$ cat config.mk
export PLATFORM = sky130hd
export DESIGN_NAME = lead_count_simd
export DESIGN_NICKNAME = d
export VERILOG_FILES = /design/src/rtl/lcs_pkg.sv /design/src/rtl/lcs_lane_count.sv /design/src/rtl/lcs_lane_row.sv /design/src/rtl/lead_count_simd.sv
export SDC_FILE = /design/constraint.sdc
export NUM_CORES = 1
export LEC_CHECK = 0
export ABC_AREA = 1
export BUFFER_PORTS_ARGS = -buffer_cell sky130_fd_sc_hd__buf_2
export CELL_PAD_IN_SITES_DETAIL_PLACEMENT = 1
export CELL_PAD_IN_SITES_GLOBAL_PLACEMENT = 1
export CORE_MARGIN = 2
export CORE_UTILIZATION = 37
export CTS_CLUSTER_DIAMETER = 200
export DETAILED_ROUTE_END_ITERATION = 10
export GPL_ROUTABILITY_DRIVEN = 1
export GPL_TIMING_DRIVEN = 0
export PLACE_DENSITY_LB_ADDON = 0.1
export SYNTH_ARGS = -nofsm -noshare
export SYNTH_HDL_FRONTEND = slang
export SYNTH_SLANG_ARGS = --single-unit
$ cat constraint.sdc
create_clock -name clk -period 2.6 [get_ports clk]
set_input_delay 0.39 -clock clk [delete_from_list [all_inputs] [get_ports clk]]
set_output_delay 0.39 -clock clk [all_outputs]
set_load 0.05 [all_outputs]
$ cat src/rtl/lcs_pkg.sv
package lcs_pkg;
   localparam int LCS_DATA_W     = 128;
   localparam int LCS_MIN_LANE_W = 8;
   localparam int LCS_N_SIZES    = 3;

   typedef enum logic {
      MODE_SIGN = 1'b0,
      MODE_ZERO = 1'b1
   } cnt_mode_e;
endpackage

$ cat src/rtl/lcs_lane_count.sv
module lcs_lane_count
   import lcs_pkg::*;
#(
   parameter int LW = 8
) (
   input  logic [LW-1:0] lane_in,
   input  cnt_mode_e     mode,
   output logic [LW-1:0] lane_cnt
);
   localparam int CW = $clog2(LW) + 1;

   logic [LW-1:0] scan;
   logic [CW-1:0] cnt;
   logic          found;

   // Sign mode: bit i of scan marks a change between v[i-1] and v[i];
   // a forced 1 at the bottom caps the count at LW-1.
   assign scan = (mode == MODE_ZERO) ? lane_in
                                     : {lane_in[LW-2:0] ^ lane_in[LW-1:1], 1'b1};

   always_comb begin
      cnt   = CW'(LW);
      found = 1'b0;
      for (int i = LW - 1; i >= 0; i--) begin
         if (!found && scan[i]) begin
            cnt   = CW'(LW - 1 - i);
            found = 1'b1;
         end
      end
   end

   assign lane_cnt = {{(LW-CW){1'b0}}, cnt};
endmodule

$ cat src/rtl/lcs_lane_row.sv
module lcs_lane_row
   import lcs_pkg::*;
#(
   parameter int DATA_W = 128,
   parameter int LW     = 8
) (
   input  logic [DATA_W-1:0] opnd,
   input  cnt_mode_e         mode,
   output logic [DATA_W-1:0] counts
);
   localparam int N_LANES = DATA_W / LW;

   if (DATA_W % LW != 0) begin : g_bad_split
      $error("lcs_lane_row: DATA_W must be a multiple of LW");
   end

   for (genvar k = 0; k < N_LANES; k++) begin : g_lane
      lcs_lane_count #(.LW(LW)) u_cnt (
         .lane_in  (opnd[k*LW +: LW]),
         .mode     (mode),
         .lane_cnt (counts[k*LW +: LW])
      );
   end
endmodule

$ cat src/rtl/lead_count_simd.sv
module lead_count_simd
   import lcs_pkg::*;
#(
   parameter int DATA_W     = LCS_DATA_W,
   parameter int MIN_LANE_W = LCS_MIN_LANE_W,
   parameter int N_SIZES    = LCS_N_SIZES
) (
   input  logic              clk,
   input  logic              rst_n,
   input  logic              in_valid,
   output logic              in_ready,
   input  logic [DATA_W-1:0] in_opnd,
   input  logic [1:0]        in_size,
   input  logic              in_wide,
   input  logic              in_zero_mode,
   output logic              out_valid,
   input  logic              out_ready,
   output logic [DATA_W-1:0] out_data,
   output logic              out_undef
);
   localparam int HALF_W     = DATA_W / 2;
   localparam int MAX_LANE_W = MIN_LANE_W << (N_SIZES - 1);

   if (N_SIZES < 1 || N_SIZES > 3) begin : g_bad_sizes
      $error("lead_count_simd: N_SIZES must be 1..3 for a 2-bit size code");
   end
   if (HALF_W % MAX_LANE_W != 0) begin : g_bad_width
      $error("lead_count_simd: half width must hold whole widest lanes");
   end
   if (MIN_LANE_W < 4) begin : g_bad_lane
      $error("lead_count_simd: lanes narrower than 4 bits unsupported");
   end

   cnt_mode_e         mode;
   logic [DATA_W-1:0] row_res [N_SIZES];
   logic [DATA_W-1:0] sel_res;
   logic [DATA_W-1:0] next_data;
   logic              illegal;
   logic              accept;

   assign mode = cnt_mode_e'(in_zero_mode);

   for (genvar g = 0; g < N_SIZES; g++) begin : g_row
      lcs_lane_row #(.DATA_W(DATA_W), .LW(MIN_LANE_W << g)) u_row (
         .opnd   (in_opnd),
         .mode   (mode),
         .counts (row_res[g])
      );
   end

   assign illegal = (32'(in_size) >= N_SIZES);

   always_comb begin
      sel_res = '0;
      for (int g = 0; g < N_SIZES; g++) begin
         if (32'(in_size) == g) sel_res = row_res[g];
      end
   end

   always_comb begin
      if (illegal)      next_data = '0;
      else if (in_wide) next_data = sel_res;
      else              next_data = {{HALF_W{1'b0}}, sel_res[HALF_W-1:0]};
   end

   assign in_ready = !out_valid || out_ready;
   assign accept   = in_valid && in_ready;

   always_ff @(posedge clk or negedge rst_n) begin
      if (!rst_n) begin
         out_valid <= 1'b0;
         out_data  <= '0;
         out_undef <= 1'b0;
      end else if (accept) begin
         out_valid <= 1'b1;
         out_data  <= next_data;
         out_undef <= illegal;
      end else if (out_ready) begin
         out_valid <= 1'b0;
      end
   end
endmodule

**Yosys cells after proc, flatten, opt, wreduce, memory -nomap -nowiden**

Index checks and enable logic that the tools add are counted.

- Flip-flop bits (word level): 130
- Input bits: 136
- Output and inout bits: 131
- Word-level logic and storage cells: 1526

- $lt $le $gt $ge: 1
- Eq/ne operators: 2
- Muxes and demuxes: 775
- Bitwise logic cells: 28
- Reductions and logical operators: 717

Operators with widths:

| cell | count |
|---|---|
| 6-bit 2-to-1 mux | 128 |
| 5-bit 2-to-1 mux | 128 |
| 4-bit 2-to-1 mux | 128 |
| 128-bit 2-to-1 mux | 3 |
| 1-bit 2-to-1 mux | 358 |
| 1-bit logical AND | 357 |
| 1-bit logical NOT | 357 |
| 124-bit 2-to-1 mux | 2 |
| 16-bit 2-to-1 mux | 8 |
| 32-bit 2-to-1 mux | 4 |
| 8-bit 2-to-1 mux | 16 |
| 31-bit XOR | 4 |
| 15-bit XOR | 8 |
| 7-bit XOR | 16 |
| 2-bit by 1-bit equality test with 1-bit output (second input constant) | 1 |
| 2-bit equality test (second input constant) | 1 |
| 2-bit greater-or-equal comparator (second input constant) | 1 |
| 2-bit logical NOT | 1 |
| 2-bit nonzero test | 1 |
| 1-bit logical OR | 1 |

**Logic depth before layout (Yosys ltp)**

- Depth in word-level cells: 99
- Gate-level depth with buffers: 21
- Gate-level depth less buffers: 19

**Hierarchy**

Synthesis repeated with hierarchy kept, for this count alone.

- Cells, all modules: 3936
- Area, all modules: 22863.2 um^2

By module, submodules not included:

| module | times used | cells each | area an instance (um^2) | sequential area each (um^2) |
|---|---|---|---|---|
| lead_count_simd | 1 | 1136 | 7663.6 | 3253.1 |
| lcs_lane_count (g_row[1].u_row.g_lane[0].u_cnt ...) | 8 | 119 | 690.7 | 0.0 |
| lcs_lane_count (g_row[2].u_row.g_lane[0].u_cnt ...) | 4 | 246 | 1347.5 | 0.0 |
| lcs_lane_count (g_row[0].u_row.g_lane[0].u_cnt ...) | 16 | 54 | 267.8 | 0.0 |

**Worst setup path after synthesis**

No wires, ideal clock.

- Path kind: reg2reg
- Start point: register out_valid
- End point: register out_data[91]
- Library setup time: 0.110 ns
- Arrival: 2.437 ns
- Data required time: 2.490 ns
- Path slack: 0.053 ns
- Stages on the path, launching flop included: 8
- Path through: dfrtp_1 -> nand2_1 -> nand2_1 -> inv_1 -> o21ai_0 -> nor2_1 -> inv_1 -> o41ai_1

- Cells in the longest elaborated chain, start to end: 3

Ends and longest elaborated chain:

| item | line | text |
|---|---|---|
| start: declaration | lead_count_simd.sv:16 | `output logic out_valid,` |
| start signal: assignment | lead_count_simd.sv:71 | `out_valid <= 1'b0;` |
| start signal: assignment | lead_count_simd.sv:75 | `out_valid <= 1'b1;` |
| start signal: assignment | lead_count_simd.sv:79 | `out_valid <= 1'b0;` |
| 1-bit logical NOT | lead_count_simd.sv:66 | `assign in_ready = !out_valid \|\| out_ready;` |
| 1-bit logical OR | lead_count_simd.sv:66 |  |
| named net in_ready | lead_count_simd.sv:11 | `output logic in_ready,` |
| 1-bit logical AND | lead_count_simd.sv:67 | `assign accept = in_valid && in_ready;` |
| end signal: assignment | lead_count_simd.sv:76 | `out_data <= next_data;` |
| end: declaration | lead_count_simd.sv:18 | `output logic [DATA_W-1:0] out_data,` |

The timed path passes the listed nets, and every way through them passes these cells.
A chain may end at the register's enable or synchronous reset.

**Worst setup path in the final report**

- Start point: register out_valid
- End point: register out_data[48]

- Cells in the longest elaborated chain, start to end: 3

Ends and longest elaborated chain:

| item | line |
|---|---|
| 1-bit logical NOT | lead_count_simd.sv:66 |
| 1-bit logical OR | lead_count_simd.sv:66 |
| 1-bit logical AND | lead_count_simd.sv:67 |

Every way passes these cells.

==> impl_metrics.tcl <==
set metrics [dict create \
    gp_congestion 0.936 \
    cts_root_buffer "clkbuf_16" \
    die_h_microns 163 \
    dpl.hpwl_microns 31800 \
    final_area_sq_um 11900 \
    ys_seq_elements 78 \
    top_level_ports 267 \
    max-clock-path-buffers 2 \
    die_w_microns 163 \
    synth_common_cells "nand2_1 (398), inv_1 (192), nor2_1 (176)" \
    synth_flop_cell "dfrtp_1" \
    ys_warn_count 0 \
    worstSetupPathType "reg2reg" \
    synth-edff-count 0 \
    grt_start_max_net_pins 42 \
    syn_avg_cell_area_sq_um 6.23 \
    slew_headroom_pct 30.1 \
    routedWlPerCell_microns 19.1 \
    rsz0062_at_grt "yes" \
    fp-row-count 58 \
    outcome "completed" \
    h-tree-depth 3 \
    clock_skew_ns 0.0110 \
    hold_class "in2async" \
    max_freq_mhz 397 \
    layoutNonFillerInstCount 2129 \
    tightest_slew_ns 1.05 \
    required_ns 2.89 \
    synth_cell_type_count 62 \
    place_inst 2101 \
    synth.most_common_cell "nand2_1" \
    clk-insertion-delay-late_ns 0.36 \
    area_growth_pct 26.4 \
    worstPathArrival_ns 2.82 \
    die_area_sq_um 26700 \
    port_buffers 211 \
    syn_inst 1508 \
    drc 0 \
    diodes 0 \
    p_per_area_nw_per_um2 386 \
    clock-sinks 78 \
    yosys.area.top_type "dfrtp_1" \
    routed_wl_microns 40700 \
    core_area_sq_um 25000 \
    antenna_found_initial 1 \
    grt.overflow.total 0 \
    drtPass1Iterations 5 \
    grt.total_usage_pct 29.9 \
    avgViaCountPerCell 5.23 \
    drive_gt1_share_pct 25.8 \
    ant_nets 0 \
    initial_core_util_pct 37.5 \
    nFillCells 3489 \
    drt_iter0_drc 608 \
    final_nets 1930 \
    p_switching_mw 2.04 \
    path_clk_slew_ns 0.07 \
    fin_util_pct 47.4 \
    maxCapViolCount 0 \
    period_minus_slack_ns 2.52 \
    grt_pass1_wl_microns 60900 \
    period_share_pct 97.0 \
    cts_tree "built" \
    dpl_cell_area_sq_um 11100 \
    leakage_nw 6.33 \
    grt_pass1_vias 10900 \
    hold_violations 0 \
    start_kind "flop" \
    synth_seq_area_share_pct 20.8 \
    hold_buffers 0 \
    power_switching_share_pct 44.5 \
    synthTopCellsByArea "dfrtp_1 (21%), nand2_1 (16%), inv_1 (7.7%)" \
    power_frac_seq_pct 28.6 \
    netlist_area_sq_um 9400 \
    synth_top_area_share_pct 20.8 \
    power_frac_clock_pct 29.6 \
    numCtsBuffers 9 \
    p_int_mw 2.55 \
    ir_worst_vdd_mv 0.309 \
    async_reset_ff_share_pct 100 \
    crit_fanout 10 \
    crit_path_end_kind "flop" \
    comb_power_share_pct 41.9 \
    drv_slew 0 \
    vias 11100 \
    finalSetupViolCount 0 \
]
[cell usage in the layout (no fill, tap or decap), drive strengths merged, types with 2 or more instances in the layout]
master / synthesis / layout
a211oi: 3 / 3
buf: 72 / 296
a21oi: 42 / 42
nand3: 93 / 93
inv: 206 / 206
conb: 1 / 52
a22oi: 4 / 4
or2: 6 / 6
xnor2: 6 / 6
a22o: 3 / 3
clkbuf: 15 / 23
a31oi: 19 / 19
xor2: 80 / 80
o41ai: 8 / 8
nor3: 31 / 31
nor2: 213 / 213
o2111ai: 2 / 2
dfrtp: 78 / 78
a21o: 4 / 4
nand3b: 12 / 12
nor3b: 3 / 3
nor4: 9 / 9
clkinv: 2 / 6
nand4: 35 / 35
o21bai: 4 / 4
o211ai: 7 / 7
o21a: 6 / 6
a32o: 12 / 12
clkinvlp: 0 / 3
o21ai: 95 / 95
nand2: 415 / 415
or3b: 2 / 2
o31ai: 8 / 8
o22ai: 6 / 6
[cell families after synthesis]
group,count (synthesis),share of synthesized area (%)
AO/OA/AOI/OAI,229,15.4
XOR/XNOR,86,8.74
buffers and inverters,295,15.3
flip-flops,78,20.8
other,1,0.0399
AND/OR/NAND/NOR,819,39.8
[through the flow]
step	worst slack (ns)	total power [mW]	hold slack, ns	setup TNS (ns)
global route	-0.110	4.78	0.0505	-0.187
finish	0.0783	4.59	0.0175	0
detailed placement	-0.969	3.15	0.416	-29.28
global placement	-0.868	3.11	0.458	-26.40
CTS	-0.00252	4.50	0.0331	-0.00252
floorplan	0.0528	2.56	0.0944	0
[path summary, 6_finish.rpt]
check | cells after the start | slack (ns) | end | startpoint
worst min-delay path | 1 | 0.02 | out_data[33]$_DFFE_PN0P_ | rst_n
worst max-delay path | 9 | 0.08 | out_data[48]$_DFFE_PN0P_ | out_valid$_DFFE_PN0P_
min in group clk | 4 | 0.34 | out_data[75]$_DFFE_PN0P_ | in_opnd[72]
max in group asynchronous | 2 | 1.93 | out_data[84]$_DFFE_PN0P_ | rst_n
worst max register to register | 9 | 0.08 | out_data[48]$_DFFE_PN0P_ | out_valid$_DFFE_PN0P_
worst min register to register | 2 | 0.47 | out_data[4]$_DFFE_PN0P_ | out_data[4]$_DFFE_PN0P_
[registers in the layout, summed over array words and instances, names as in the netlist]
signal and count:
out_data 76, out_undef 1, out_valid 1
[layout make-up]
type,instances,area [sq um],share of cell area [%]
Buffer,87,719,6.06
Clock buffer,9,225,1.90
Clock inverter,7,65.1,0.548
Inverter,208,801,6.74
Multi-Input combinational cell,1186,6530,54.9
Sequential cell,78,1950,16.4
Tap cell,330,413,3.48
Timing Repair Buffer,223,1170,9.84
Timing Repair inverter,1,8.76,0.0737
[metal layers]
metal / GRT usage [%] / routed length (microns) / vias up
met5: 0 / 16 / -
met4: 8.29 / 1000 / 2
met3: 3.20 / 2350 / 53
met2: 49.1 / 18600 / 341
met1: 41.7 / 18700 / 5378
li1: - / - / 5355
[power by group through the flow]
stage | Sequential (mW) | Combinational, mW | Clock (mW)
6_report | 1.31 | 1.92 | 1.36
5_1_grt | 1.32 | 2.07 | 1.39
4_1_cts | 1.31 | 1.83 | 1.35
3_5_place_dp | 1.33 | 1.81 | 0
3_3_place_gp | 1.33 | 1.78 | 0
2_1_floorplan | 1.54 | 1.03 | 0
[critical path, stage by stage (launching register included)]
cell and delay, ns:
dfrtp_1 0.38, nand2_1 0.12, nand2_1 0.28, nor2_2 0.35
inv_1 0.10, nor2_1 0.12, buf_2 0.39, inv_1 0.34
a21oi_1 0.22, a221o_1 0.14
[timing repair]
action                     in CTS  in global routing
gates cloned                    0                  1
setup buffers                   1                 10
setup endpoints to repair      47                 37
pin swaps                       1                 11
resized for setup              24                 68
Note: power is estimated with default switching activity, not from simulation.
